[config.mk]
export PLATFORM = sky130hd
export DESIGN_NAME = clkpol_regs
export DESIGN_NICKNAME = d
export VERILOG_FILES = /design/src/rtl/clkpol_pkg.sv /design/src/rtl/clkpol_access.sv /design/src/rtl/clkpol_engine.sv /design/src/rtl/clkpol_mask_bank.sv /design/src/rtl/clkpol_regs.sv
export SDC_FILE = /design/constraint.sdc
export NUM_CORES = 1
export LEC_CHECK = 0
export BUFFER_PORTS_ARGS = -buffer_cell sky130_fd_sc_hd__clkbuf_2
export CAP_MARGIN = 20
export CORE_MARGIN = 2
export CORE_UTILIZATION = 35
export CTS_BUF_LIST = sky130_fd_sc_hd__clkbuf_4
export DETAILED_ROUTE_END_ITERATION = 16
export PLACE_DENSITY_LB_ADDON = 0.12
export SETUP_SLACK_MARGIN = 0.1
export SKIP_LAST_GASP = 1
export SLEW_MARGIN = 15
export SYNTH_ARGS = -nofsm -noshare
export SYNTH_HDL_FRONTEND = slang
export SYNTH_SLANG_ARGS = --single-unit
[constraint.sdc]
create_clock -name clk -period 1.8 [get_ports clk]
set_input_delay 0.09 -clock clk [delete_from_list [all_inputs] [get_ports clk]]
set_output_delay 0.09 -clock clk [all_outputs]
set_load 0.1 [all_outputs]
[src/rtl/clkpol_pkg.sv]
package clkpol_pkg;
   localparam int unsigned REG_ACCESS = 0;
   localparam int unsigned REG_HALT   = 1;
   localparam int unsigned REG_CTL    = 2;
   localparam int unsigned CTL_GO     = 0;
   localparam int unsigned CTL_ATL    = 1;
   localparam int unsigned CTL_AC     = 2;

   typedef struct packed {
      logic ac;
      logic atl;
      logic go;
   } ctl_t;
endpackage

[src/rtl/clkpol_access.sv]
module clkpol_access #(
   parameter int unsigned PW_W   = 24,
   parameter logic [PW_W-1:0] PASSWD = 24'h5AC3E7
) (
   input  logic            clk,
   input  logic            rst_n,
   input  logic            acc_wr,
   input  logic [PW_W-1:0] acc_key,
   input  logic            acc_bit,
   output logic            wr_open
);
   always_ff @(posedge clk or negedge rst_n) begin
      if (!rst_n) begin
         wr_open <= 1'b0;
      end else if (acc_wr && (acc_key == PASSWD)) begin
         wr_open <= acc_bit;
      end
   end
endmodule

[src/rtl/clkpol_engine.sv]
module clkpol_engine
   import clkpol_pkg::*;
(
   input  logic       clk,
   input  logic       rst_n,
   input  logic       halt_wr,
   input  logic       ctl_wr,
   input  logic [2:0] wbits,
   output logic       halt_q,
   output ctl_t       ctl_q
);
   logic go_ok;
   assign go_ok = wbits[CTL_GO] && (wbits[CTL_ATL] || wbits[CTL_AC]);

   always_ff @(posedge clk or negedge rst_n) begin
      if (!rst_n) begin
         halt_q <= 1'b0;
         ctl_q  <= '0;
      end else begin
         if (halt_wr) begin
            halt_q <= wbits[0];
         end
         if (ctl_q.go) begin
            // restart completes: engine resumes, GO drops
            halt_q   <= 1'b0;
            ctl_q.go <= 1'b0;
         end else if (ctl_wr && go_ok) begin
            ctl_q.go  <= 1'b1;
            ctl_q.atl <= wbits[CTL_ATL];
            ctl_q.ac  <= wbits[CTL_AC];
         end
      end
   end
endmodule

[src/rtl/clkpol_mask_bank.sv]
module clkpol_mask_bank #(
   parameter int unsigned NUM_POL  = 4,
   parameter int unsigned NUM_CLK  = 32,
   parameter int unsigned POL_W    = 2,
   parameter logic [NUM_CLK-1:0] RST_MASK = '1
) (
   input  logic                       clk,
   input  logic                       rst_n,
   input  logic                       wr_en,
   input  logic [POL_W-1:0]           wr_idx,
   input  logic [NUM_CLK-1:0]         wr_val,
   input  logic [POL_W-1:0]           rd_idx,
   input  logic [POL_W-1:0]           pol_idx,
   output logic [NUM_CLK-1:0]         rd_mask,
   output logic [NUM_CLK-1:0]         sel_mask,
   output logic [NUM_POL*NUM_CLK-1:0] mask_flat
);
   logic [NUM_CLK-1:0] mask_q [NUM_POL];

   for (genvar p = 0; p < NUM_POL; p++) begin : g_pol
      always_ff @(posedge clk or negedge rst_n) begin
         if (!rst_n) begin
            mask_q[p] <= RST_MASK;
         end else if (wr_en && (wr_idx == POL_W'(p))) begin
            mask_q[p] <= wr_val;
         end
      end
      assign mask_flat[p*NUM_CLK +: NUM_CLK] = mask_q[p];
   end

   always_comb begin
      rd_mask  = '0;
      sel_mask = '0;
      for (int p = 0; p < NUM_POL; p++) begin
         if (rd_idx == POL_W'(p))  rd_mask  = mask_q[p];
         if (pol_idx == POL_W'(p)) sel_mask = mask_q[p];
      end
   end
endmodule

[src/rtl/clkpol_regs.sv]
module clkpol_regs
   import clkpol_pkg::*;
#(
   parameter int unsigned NUM_POL = 4,
   parameter int unsigned NUM_CLK = 32,
   parameter int unsigned DATA_W  = 32,
   parameter int unsigned ADDR_W  = 3,
   parameter int unsigned PW_W    = 24,
   parameter logic [PW_W-1:0] PASSWD = 24'h5AC3E7,
   parameter logic [NUM_CLK-1:0] RST_MASK = '1,
   localparam int unsigned POL_W = (NUM_POL > 1) ? $clog2(NUM_POL) : 1
) (
   input  logic              clk,
   input  logic              rst_n,
   input  logic              bus_wr,
   input  logic [ADDR_W-1:0] bus_addr,
   input  logic [DATA_W-1:0] bus_wdata,
   output logic [DATA_W-1:0] bus_rdata,
   input  logic [POL_W-1:0]  pol_sel,
   output logic [NUM_CLK-1:0] clk_en
);
   localparam logic [ADDR_W-1:0] NPOL_A = ADDR_W'(NUM_POL);

   if (NUM_CLK > DATA_W) begin : g_chk_clk
      $error("NUM_CLK must fit in DATA_W");
   end
   if (PW_W + 1 > DATA_W) begin : g_chk_pw
      $error("password field overlaps unlock bit");
   end
   if (NUM_POL > (1 << (ADDR_W - 1))) begin : g_chk_pol
      $error("mask window too small for NUM_POL");
   end
   if (ADDR_W - 1 < POL_W) begin : g_chk_aw
      $error("ADDR_W too narrow for policy index");
   end

   logic                       wr_open;
   logic                       halt_q;
   ctl_t                       ctl_q;
   logic                       is_mask;
   logic [POL_W-1:0]           m_idx;
   logic [NUM_CLK-1:0]         rd_mask;
   logic [NUM_CLK-1:0]         sel_mask;
   logic [NUM_POL*NUM_CLK-1:0] mask_flat;
   logic                       acc_wr, halt_wr, ctl_wr, mask_wr;

   assign is_mask = bus_addr[ADDR_W-1] &&
                    ({1'b0, bus_addr[ADDR_W-2:0]} < NPOL_A);
   assign m_idx   = POL_W'(bus_addr[ADDR_W-2:0]);

   assign acc_wr  = bus_wr && (bus_addr == ADDR_W'(REG_ACCESS));
   assign halt_wr = bus_wr && wr_open && (bus_addr == ADDR_W'(REG_HALT));
   assign ctl_wr  = bus_wr && wr_open && (bus_addr == ADDR_W'(REG_CTL));
   assign mask_wr = bus_wr && wr_open && halt_q && is_mask;

   clkpol_access #(.PW_W(PW_W), .PASSWD(PASSWD)) u_access (
      .clk     (clk),
      .rst_n   (rst_n),
      .acc_wr  (acc_wr),
      .acc_key (bus_wdata[DATA_W-1 -: PW_W]),
      .acc_bit (bus_wdata[0]),
      .wr_open (wr_open)
   );

   clkpol_engine u_engine (
      .clk     (clk),
      .rst_n   (rst_n),
      .halt_wr (halt_wr),
      .ctl_wr  (ctl_wr),
      .wbits   (bus_wdata[2:0]),
      .halt_q  (halt_q),
      .ctl_q   (ctl_q)
   );

   clkpol_mask_bank #(
      .NUM_POL(NUM_POL), .NUM_CLK(NUM_CLK), .POL_W(POL_W), .RST_MASK(RST_MASK)
   ) u_bank (
      .clk       (clk),
      .rst_n     (rst_n),
      .wr_en     (mask_wr),
      .wr_idx    (m_idx),
      .wr_val    (bus_wdata[NUM_CLK-1:0]),
      .rd_idx    (m_idx),
      .pol_idx   (pol_sel),
      .rd_mask   (rd_mask),
      .sel_mask  (sel_mask),
      .mask_flat (mask_flat)
   );

   always_ff @(posedge clk or negedge rst_n) begin
      if (!rst_n) begin
         clk_en <= RST_MASK;
      end else if (!halt_q) begin
         clk_en <= sel_mask;
      end
   end

   always_comb begin
      bus_rdata = '0;
      if (is_mask) begin
         bus_rdata = DATA_W'(rd_mask);
      end else begin
         case (bus_addr)
            ADDR_W'(REG_ACCESS): bus_rdata = DATA_W'(wr_open);
            ADDR_W'(REG_HALT):   bus_rdata = DATA_W'(halt_q);
            ADDR_W'(REG_CTL):    bus_rdata = DATA_W'(ctl_q);
            default:             bus_rdata = '0;
         endcase
      end
   end
endmodule

Word level (Yosys, flattened, before mapping)
Cells that the tools add are included.

Equal/unequal tests: 9. Muxes and demuxes: 14. Bitwise gates (word level): 1. Reduce and logical (&&, ||, !) cells: 19.

Operators by type and width (count): $mux 32 (9); $eq 24x23->1 const B (1); $logic_and 1x1->1 (13); $pmux 3 s3 (1); $eq 2x2->1 const B (4); $eq 2x1->1 const B (2); $logic_not 2->1 (2); $mux 1 (4); $eq 3x1->1 const B (1); $eq 3x2->1 const B (1); $logic_not 3->1 (1); $reduce_and 2->1 (1); $reduce_bool 2->1 (1); $logic_or 1x1->1 (1); $not 1->1 (1).

Register bits: 165. Output and inout port bits: 64. Logic and storage cells: 53.

Depth between registers and ports, before layout
Gate-level depths: netlist of run 1.

Depth in word-level cells: 6. Gate-level depth with buffers: 6. Mapped depth without buffers: 4.

Cells and area by module
A second synthesis of run 1 with hierarchy kept.

Cell total of the unflattened synthesis: 492. Area, all modules: 8410.6 µm².

By module, submodules not included: clkpol_mask_bank (instances 1, cells an instance 350, area each 6421.2 µm², sequential area each 3363.2 µm²); clkpol_regs (instances 1, cells an instance 118, area each 1686.6 µm², sequential area each 840.8 µm²); clkpol_engine (instances 1, cells an instance 13, area each 165.2 µm², sequential area each 100.1 µm²); clkpol_access (instances 1, cells an instance 11, area each 137.6 µm², sequential area each 25.0 µm²).

Worst setup path after synthesis of run 1
Ideal clock, no wire load.

Path kind: register to output. From: register u_bank.mask_q, in the netlist u_bank.mask_flat[34]. To: output bus_rdata[2]. Arrival time: 2.967 ns. Required time: 1.710 ns. Slack: -1.257 ns. Stages on the path, launching flop included: 5. Path buffers: 0. Cells stage by stage: dfstp_2 mux2_2 o221a_2 a21oi_1 o21ai_0.

Longest elaborated chain between the ends: 4.

Ends and longest elaborated chain: from (decl) (RTL line clkpol_mask_bank.sv:18) `logic [NUM_CLK-1:0] mask_q [NUM_POL];`; from (signal, indexed assignment) (RTL line clkpol_mask_bank.sv:25) `mask_q[p] <= wr_val;`; $mux 32 (3 in a row) (RTL line clkpol_mask_bank.sv:35) `if (rd_idx == POL_W'(p)) rd_mask = mask_q[p];`; $mux 32 (RTL line clkpol_regs.sv:100) `if (is_mask) begin`; to (decl) (RTL line clkpol_regs.sv:18) `output logic [DATA_W-1:0] bus_rdata,`.

No other way between the ends.

Worst setup path in the final report of run 1
From: register u_bank.mask_q, in the netlist u_bank.mask_flat[96]. To: output bus_rdata[0].

Longest elaborated chain between the ends: 2.

Ends and longest elaborated chain (RTL line): $mux 32 (clkpol_mask_bank.sv:35); $mux 32 (clkpol_regs.sv:100).

No other way between the ends.

==> metrics.csv, run 1 <==
stage,metric,value,unit
drt,routedWlPerCell,21.2,um
sta,layout_min_cycle_time,1.99,ns
finish,synthToLayoutAreaGrowth,36.2,%
run_status,status,"complete, but fails checks",
worst_hold_path,min_path_type,in2reg,
sta,final_hold_viol_count,0,
critical_path,rrSetupSlack,0.09,ns
die,io_pins,104,
drt,ant_nets,0,
place,dp_hpwl,13.7,mm
run,drv_cap,0,
clock_tree,insertion_delay,0.56,ns
critical_path,worstPathMaxFanout,2,
die,initial_core_util,35.4,%
sta,clock_skew,0.0156,ns
synth,synth_cell_types,27,
pwr,ir_drop,0.000332,V
critical_path,cp_data_required_time,1.71,ns
sta,slew_headroom,62.4,%
global_routing,grt_pass1_wl,34.1,mm
run_status,failed_checks,setup timing,
drt,route.detailed.drc,0,
critical_path,start_kind,flip-flop,
pwr,p_total,6330,uW
critical_path,crit_type,reg2out,
place,gp_congestion,0.739,
sta,max_slew.worst_pin.slew,0.557,ns
synth,syn-mean-instance-area,16.6,um^2
finish,fillers,2083,
clock_tree,htreeDepth,4,
place,dp_cells,913,
clock_tree,clockRootBuffer,clkbuf_4,
critical_path,end_kind,output pin,
finish,mostFrequentLayoutCells,"mux2_2, dfstp_2, buf_4",
clock_tree,clk_pin_slew,0.14,ns
global_routing,grt_pass1_vias,5841,
synth,syn_nets,537,
drt,vias_per_cell,5.01,
global_routing,grt_start_max_net_pins,59,
clock_tree,clock_path_buffers,2,
synth,yosysWarnings,0,
synth,ys_ff_latch,165,
sta,finalSetupViolations,32,
synth,netlist_area,0.00823,mm^2
drt,vias,5220,
drt,drt-total-wl,22.1,mm
clock_tree,cts_buffers,17,
sta,fin_crit_sh,110,%
finish,multi_input_area,0.00386,mm^2
synth,synthesis.instances,497,
die,die_area,0.0248,mm^2
finish,ff_latch_area,0.00433,mm^2
sta,maxSlewViolCount,0,
die,die_y,157,um
global_routing,grtUsageTotal,18.6,%
finish,layout_commonest_cell,mux2_2,
critical_path,arrival,1.90,ns
die,fp.coreArea,0.0233,mm^2
sta,rsz0062_at_grt,yes,
pwr,p_per_area,564,mW/mm^2
sta,fmax,0.503,GHz
drt,drt_iter0_drc,216,
finish,nets,749,
clock_tree,cts_tree,done,
global_routing,antenna_found_initial,1,
drt,first_pass_iters,4,
die,row_count,56,
pwr,power_leakage,0.00466,uW
finish,stdcell_count,1042,
sta,fin_ws,-0.188,ns
finish,layout-drive-gt1-share,90.9,%
global_routing,globalRouteOverflowTotal,0,
place,numPortBuffers,103,
die,die_w,157,um
clock_tree,cts_sinks,165,
synth,yosysSeqAreaShare,52.6,%
==> routing by layer <==
layer / part of all wire [%] / GRT usage, % / vias up
met4: 1.1 / 5.02 / 0
met1: 43 / 23.1 / 2811
met5: 0 / 0 / -
met3: 2.9 / 3.94 / 17
met2: 53 / 32.9 / 90
li1: - / - / 2302
==> critical path, stage by stage (launching register included) <==
cell and delay (ns):
dfstp_2 0.39, mux4_2 0.47, mux2_4 0.30, buf_12 0.17
==> synthesized netlist by cell type (all sizes together) <==
cell	number	share of area, %
nor2	6	0.27
inv	2	0.091
mux2i	1	0.12
buf	23	1.8
mux4	62	17
or4b	2	0.24
nor4	2	0.30
o22ai	1	0.076
nand2	3	0.14
and4bb	1	0.15
nand4	3	0.23
nand2b	2	0.15
o221a	2	0.27
a21oi	3	0.18
dfrtp	5	1.5
mux2	166	23
clkbuf	14	0.64
nor4bb	2	0.24
nand4b	1	0.11
o21ai	5	0.30
and2	29	2.2
dfstp	160	51
or3	1	0.076
nand3b	1	0.091
==> layout make-up <==
type	instances	area share (%)
flip-flops and latches	165	38.6
multi-input cells	293	34.5
repair buffers	230	20.9
well taps	319	3.56
clock inverters	15	1.15
clock buffers	17	1.14
inverters	2	0.0670
diodes	1	0.0223
==> flip-flops by register name, summed over array words and instances (netlist names) <==
name,count
u_bank.mask_flat,128
u_access.wr_open,1
clk_en,32
u_engine.ctl_q,3
u_engine.halt_q,1
==> cell families after synthesis <==
| family | count (synthesis) | synth area share (%) |
|---|---|---|
| compound gates | 11 | 0.836 |
| buf+inv | 39 | 2.54 |
| flops | 165 | 52.6 |
| mux | 229 | 39.8 |
| simple gates | 53 | 4.21 |
==> timing repair <==
item	CTS	global route
setup endpoints to repair	64	107
setup buffers	45	12
pin swaps	8	2
gates resized for setup	75	10
hold endpoints to repair	267	0
hold buffers	36	0
gates cloned	1	2
==> stage by stage <==
step / cell area, um^2 / worst slack (ns) / hold WS, ns / util (%) / TNS [ns]
after detailed placement: 9810 / 0.112 / -0.00793 / 42.2 / 0
after CTS: 11000 / -0.251 / 0.00418 / 47.3 / -3.76
after floorplan: 8250 / 0.181 / -0.206 / - / 0
after global routing: 11200 / -0.281 / 0.00566 / 48.2 / -4.93
after global placement: 9810 / 0.151 / -0.0144 / 42.2 / 0
final: 11200 / -0.188 / 0.0511 / 48.2 / -1.60
==> worst paths after layout <==
check	from	endpoint	cells past startpoint
setup / recovery	u_bank.mask_flat[96]	bus_rdata[0]	3
hold / removal	bus_addr[2]	u_engine.ctl_q[0]	3
setup reg to reg	u_engine.halt_q	u_bank.mask_flat[93]	7
hold reg to reg	u_engine.ctl_q[0]	u_engine.halt_q	1
max in group asynchronous	rst_n	u_access.wr_open	3
min in group asynchronous	rst_n	u_bank.mask_flat[101]	2
==> power by group <==
part	switching, uW	leakage [uW]	internal (uW)	total [uW]
Sequential	0.0000125	0.00172	3730	3730
Clock	1390	0.000137	693	2090
Combinational	306	0.00281	203	509
Total	1700	0.00466	4620	6330
No activity file was read; power rests on OpenSTA's default activity.
==> inputs of run 2 (changes only) <==
==> constraint.sdc (replaced) <==
create_clock -name clk -period 2.5 [get_ports clk]
set_input_delay 0.125 -clock clk [delete_from_list [all_inputs] [get_ports clk]]
set_output_delay 0.125 -clock clk [all_outputs]
set_load 0.1 [all_outputs]
==> run 2 against run 1 <==
Against the previous run:
- the run now ends clean
- routed wire length down 5.1%
- core utilization is 5.3 points lower
- power shrank 27%
- clock skew up 0.00056 ns
- critical path depth increased by 2
- flip-flop and latch count is the same
==> metrics.csv, run 2 (synthesized netlist as in run 1, its figures left out) <==
stage,metric,value,unit,change
run_status,status,completed,,
clock_tree,htreeDepth,4,,unchanged
finish,layout_commonest_cell,mux2_2,,
finish,final_util,42.8,%,-5.3 points
pwr,p_total,4590,uW,-27%
drt,route.detailed.drc,0,,unchanged
sta,maxSlewViolCount,0,,unchanged
pwr,p_per_area,461,mW/mm^2,-18%
critical_path,worstPathMaxFanout,34,,+32
sta,final_hold_viol_count,0,,unchanged
clock_tree,cts_tree,done,,
clock_tree,clock_path_buffers,2,,unchanged
finish,mostFrequentLayoutCells,"mux2_2, dfstp_2, clkbuf_2",,
clock_tree,cts_setup_buffers,0,,-100%
sta,setup-tns-final,0,ns,+1.60 ns
place,dp_hpwl,13.7,mm,-0.24%
die,die_y,157,um,unchanged
place,dp_cells,909,,-0.44%
critical_path,crit_slowest_cell,dfrtp_2,,
finish,synthToLayoutAreaGrowth,21.1,%,
critical_path,end_kind,output pin,,
drt,routedWlPerCell,21.5,um,+1.4%
global_routing,globalRouteOverflowTotal,0,,unchanged
finish,largest_register_ffs,128,,unchanged
pwr,power_leakage,0.00412,uW,-12%
place,gp_congestion,0.733,,-0.87%
clock_tree,cts_sinks,165,,unchanged
die,row_count,56,,unchanged
drt,vias,4975,,-4.7%
critical_path,crit_type,reg2out,,
clock_tree,clk_pin_slew,0.14,ns,about the same
drt,vias_per_cell,5.10,,+1.8%
critical_path,arrival,2.00,ns,+0.10 ns
global_routing,grt_pass1_vias,5538,,-5.2%
critical_path,cpPeakStageDelay,0.44,ns,-0.03 ns
clock_tree,insertion_delay,0.54,ns,-0.02 ns
sta,slew_headroom,53.2,%,-9.2 points
global_routing,grtUsageTotal,18.1,%,-0.52 points
drt,drt_iter0_drc,161,,-25%
critical_path,path_cells,buf_8 > mux2i_1 > o22ai_1 > mux2_2 > buf_12,,
critical_path,cp_data_required_time,2.38,ns,+0.67 ns
die,io_pins,104,,unchanged
run,drv_cap,0,,unchanged
die,die_area,0.0248,mm^2,unchanged
sta,fmax,0.471,GHz,
finish,layout-drive-gt1-share,85.1,%,-5.8 points
sta,max_slew.worst_pin.slew,0.701,ns,+0.145 ns
clock_tree,cts_buffers,17,,unchanged
drt,drt-total-wl,21.0,mm,-5.1%
finish,stdcell_count,976,,-6.3%
finish,nets,683,,-8.8%
die,fp.coreArea,0.0233,mm^2,unchanged
sta,clock_skew,0.0162,ns,+0.000557 ns
global_routing,grt_pass1_wl,33.0,mm,-3.4%
sta,finalSetupViolations,0,,-100%
sta,layout_min_cycle_time,2.12,ns,
worst_hold_path,min_path_type,in2reg,,
drt,ant_nets,0,,unchanged
sta,rsz0062_at_grt,no,,
place,numPortBuffers,103,,unchanged
critical_path,start_kind,flip-flop,,
clock_tree,clockRootBuffer,clkbuf_4,,
pwr,ir_drop,0.000250,V,-25%
global_routing,grt_start_max_net_pins,71,,+20%
global_routing,antenna_found_initial,1,,unchanged
sta,fin_crit_sh,85.0,%,
drt,first_pass_iters,4,,unchanged
die,die_w,157,um,unchanged
die,initial_core_util,35.4,%,unchanged
-- run 2: final timing paths --
path / startpoint / to / slack [ns] / depth (start not counted)
setup / recovery: u_engine.halt_q / bus_rdata[0] / 0.38 / 5
hold / removal: bus_wr / u_engine.halt_q / 0.07 / 5
setup reg to reg: u_access.wr_open / u_bank.mask_flat[20] / 0.66 / 4
hold reg to reg: u_engine.ctl_q[0] / u_engine.halt_q / 0.43 / 1
max in group asynchronous: rst_n / u_bank.mask_flat[109] / 1.52 / 3
min in group asynchronous: rst_n / u_access.wr_open / 0.19 / 2
-- run 2: per-layer routing --
| metal | GRT usage (%) | vias to the layer above | part of all wire [%] |
|---|---|---|---|
| met4 | 4.07 | 0 | 0.76 |
| met1 | 22.4 | 2702 | 43 |
| met2 | 32.9 | 88 | 53 |
| li1 | - | 2176 | - |
| met5 | 0 | - | 0 |
| met3 | 3.36 | 9 | 2.6 |
-- run 2: final cells by class --
class	instances	area, um^2
tap	319	399
multi-input combinational	293	3710
timing repair buffer	164	1240
clock buffer	17	128
antenna	1	2.50
clock inverter	15	146
inverter	2	7.51
sequential	165	4330
fill	2188	13300
-- run 2: power breakdown --
| group | leakage [uW] | internal (uW) | switching (uW) |
|---|---|---|---|
| clock network | 0.000138 | 518 | 1040 |
| registers | 0.00172 | 2690 | 0.00000836 |
| logic | 0.00226 | 139 | 215 |
| total | 0.00412 | 3340 | 1250 |
-- run 2: per-stage QoR --
step / hold WS [ns] / instance area [um^2] / worst slack (ns)
global route: 0.0519 / 9970 / 0.164
CTS: 0.0147 / 9960 / 0.221
floorplan: -0.171 / 8230 / 0.165
detailed placement: 0.214 / 9340 / 0.481
global placement: 0.204 / 9340 / 0.492
finish: 0.0715 / 9970 / 0.376
-- run 2: timing repair --
item	4_1_cts	5_1_grt
endpoints found under the setup margin	1	1
endpoints found under the hold margin	198	0
gates resized for setup	1	2
hold buffers	34	0
-- run 2: worst max-delay path, delay by kind of cell, from the launching register on --
family                 cells  cell delay [ns]
muxes                      2             0.49
DFF                        1             0.44
buffers and inverters      2             0.41
AOI/OAI and AO/OA          1             0.10
==> inputs of run 3 (changes only) <==
--- a/config.mk
+++ b/config.mk
@@ -5,6 +5,7 @@
 export SDC_FILE = /design/constraint.sdc
 export NUM_CORES = 1
 export LEC_CHECK = 0
+export ABC_AREA = 1
 export BUFFER_PORTS_ARGS = -buffer_cell sky130_fd_sc_hd__clkbuf_2
 export CAP_MARGIN = 20
 export CORE_MARGIN = 2
==> constraint.sdc (replaced) <==
create_clock -name clk -period 1.9 [get_ports clk]
set_input_delay 0.095 -clock clk [delete_from_list [all_inputs] [get_ports clk]]
set_output_delay 0.095 -clock clk [all_outputs]
set_load 0.1 [all_outputs]
==> run 3 against run 2 <==
Against the previous run:
- core utilization up 3.4 points
- the flow now finishes with violations (setup timing)
- global-route usage up 3.3 points
- die area up 2.1%
- synthesized area up 2.1%
- first-iteration DRC count rose to 3.4 times the previous value
- count of clock-buffer cells in the layout up 3
==> metrics.csv, run 3 <==
stage,metric,value,unit,change
place,gp_congestion,0.765,,+4.4%
die,io_pins,104,,unchanged
critical_path,path_buf_inv,2,,unchanged
die,die_w,159,um,+1.0%
drt,vias,7431,,+49%
clock_tree,cts_tree,done,,
drt,routedWlPerCell,17.4,um,-19%
critical_path,crit_type,reg2out,,
synth,synth_common_cells,"nand2_1, o21ai_1, dfstp_2, inv_1, nor2_1",,
synth,yosys.area.top_type,dfstp_2,,
die,fp.coreArea,0.0235,mm^2,+1.2%
synth,synthArstFlopShare,100,%,unchanged
sta,finalSetupViolations,5,,+5
critical_path,cpPeakStageDelay,0.56,ns,+0.12 ns
sta,final_hold_viol_count,0,,unchanged
clock_tree,clk_pin_slew,0.13,ns,about the same
finish,layout-drive-gt1-share,40.2,%,-45 points
pwr,ir_drop,0.000498,V,+99%
sta,whs,0.165,ns,+0.0930 ns
finish,layout_commonest_cell,nand2_1,,
critical_path,path_cells,inv_2 > o21ai_2 > o221ai_2 > a21oi_2 > buf_12,,
die,die_y,159,um,+1.0%
place,pre_cts_slack,0.0907,ns,-0.391 ns
sta,fmax,0.518,GHz,
synth,yosysMostFrequentCell,nand2_1,,
finish,mostFrequentLayoutCells,"nand2_1, o21ai_1, dfstp_2",,
drt,drt_iter0_drc,554,,+240%
synth,netlist_area,0.00841,mm^2,+2.1%
global_routing,globalRouteOverflowTotal,0,,unchanged
sta,slew_headroom,57.0,%,+3.8 points
synth,yosysSeqAreaShare,51.5,%,-1.1 points
global_routing,grt_pass1_vias,7438,,+34%
sta,maxSlewViolCount,0,,unchanged
sta,rsz0062_at_grt,yes,,
critical_path,crit_slowest_cell,dfstp_2,,
clock_tree,insertion_delay,0.59,ns,+0.05 ns
worst_hold_path,min_path_type,in2reg,,
global_routing,grt_pass1_wl,42.2,mm,+28%
critical_path,cp_data_required_time,1.80,ns,-0.58 ns
place,numPortBuffers,103,,unchanged
run_status,status,"complete, but fails checks",,
synth,synth_cell_types,29,,+7.4%
finish,largest_register_ffs,128,,unchanged
synth,netlist.area_leader.share,50.0,%,-1.1 points
clock_tree,cts_buffers,17,,unchanged
critical_path,worstPathMaxFanout,2,,-94%
drt,route.detailed.drc,0,,unchanged
sta,max_slew.worst_pin.slew,0.644,ns,-0.0572 ns
finish,final_util,46.3,%,+3.4 points
die,die_area,0.0253,mm^2,+2.1%
synth,synth_ff_type,dfstp_2,,
synth,synth_edf_count,0,,unchanged
place,dp_hpwl,17.3,mm,+26%
run_status,failed_checks,setup timing,,
finish,synthToLayoutAreaGrowth,29.6,%,
critical_path,start_kind,flip-flop,,
global_routing,grtUsageTotal,21.4,%,+3.3 points
clock_tree,clock_path_buffers,2,,unchanged
synth,synth.area.top_cells,"dfstp_2, nand2_1, o21ai_1",,
synth,yosysWarnings,0,,unchanged
synth,syn-mean-instance-area,8.36,um^2,-50%
drt,vias_per_cell,4.90,,-3.8%
pwr,p_per_area,1200,mW/mm^2,+160%
clock_tree,htreeDepth,4,,unchanged
drt,first_pass_iters,5,,+1
run,drv_cap,0,,unchanged
synth,syn_nets,1046,,+95%
finish,stdcell_count,1515,,+55%
die,row_count,56,,unchanged
die,initial_core_util,35.7,%,+0.33 points
synth,ys_ff_latch,165,,unchanged
drt,ant_nets,0,,unchanged
clock_tree,clockRootBuffer,clkbuf_4,,
pwr,power_leakage,0.00469,uW,+14%
sta,setup-tns-final,-0.119,ns,-0.119 ns
synth,synthesis.instances,1006,,+100%
sta,fin_crit_sh,102,%,
critical_path,end_kind,output pin,,
critical_path,arrival,1.83,ns,-0.17 ns
global_routing,antenna_found_initial,1,,unchanged
sta,layout_min_cycle_time,1.93,ns,
sta,clock_skew,0.0265,ns,+0.0104 ns
finish,nets,1222,,+79%
sta,fin_ws,-0.0289,ns,-0.405 ns
global_routing,grt_start_max_net_pins,59,,-17%
critical_path,crit_family,flip-flops,,
drt,drt-total-wl,26.4,mm,+26%
clock_tree,cts_sinks,165,,unchanged
place,dp_cells,1411,,+55%
run 3: power by group:
group	internal [uW]	switching (uW)	total (uW)
Sequential	5160	665	5830
Combinational	1680	3680	5360
Clock	668	1240	1910
run 3: final timing paths:
| kind | startpoint | to | slack [ns] | cells past startpoint |
|---|---|---|---|---|
| min in group asynchronous | rst_n | clk_en[3] | 0.38 | 2 |
| hold reg to reg | clk_en[29] | clk_en[29] | 0.47 | 2 |
| setup reg to reg | u_access.wr_open | u_bank.mask_flat[62] | 0.29 | 5 |
| max in group asynchronous | rst_n | u_bank.mask_flat[79] | 1.17 | 3 |
| hold / removal | pol_sel[1] | clk_en[11] | 0.16 | 5 |
| setup / recovery | u_bank.mask_flat[49] | bus_rdata[17] | -0.03 | 5 |
run 3: kinds of logic after synthesis:
group / count (synthesis) / synth area share [%]
simple gates: 414 / 20.1
compound gates: 293 / 20.2
buf+inv: 134 / 8.25
flops: 165 / 51.5
run 3: final cells by class:
class	instances	area [um^2]
diodes	2	5.00
well taps	319	399
inverters	75	285
clock buffers	20	150
multi-input cells	707	3580
flip-flops and latches	165	4330
fillers	2413	12600
clock inverters	11	86.3
repair buffers	216	2050
run 3: per-layer routing:
layer | GRT usage [%] | vias up | part of all wire, %
met3 | 3.65 | 29 | 4.4
met4 | 5.95 | 0 | 1.4
met5 | 0 | - | 0
li1 | - | 3693 | -
met1 | 29.9 | 3514 | 47
met2 | 34.6 | 195 | 47
run 3: through the flow:
| step | instance area, um^2 | power, uW |
|---|---|---|
| 2_1_floorplan | 8470 | 9470 |
| 3_3_place_gp | 9890 | 10700 |
| 3_5_place_dp | 9890 | 10800 |
| 4_1_cts | 10800 | 13100 |
| 5_1_grt | 10900 | 13900 |
| 6_report | 10900 | 13100 |
run 3: what timing repair did:
action / in CTS / in global routing
cloned: 0 / 0
endpoints found under the hold margin: 187 / 0
pin swaps: 52 / 36
setup endpoints to repair: 32 / 32
hold buffers: 35 / 0
buffers inserted: 31 / 5
resized for setup: 37 / 19
run 3: worst reg2reg max path: cells and delay by family (launching register included):
kind / cells / cell delay, ns
buf+inv: 1 / 0.25
flops: 1 / 0.40
compound gates: 1 / 0.15
simple gates: 3 / 0.76
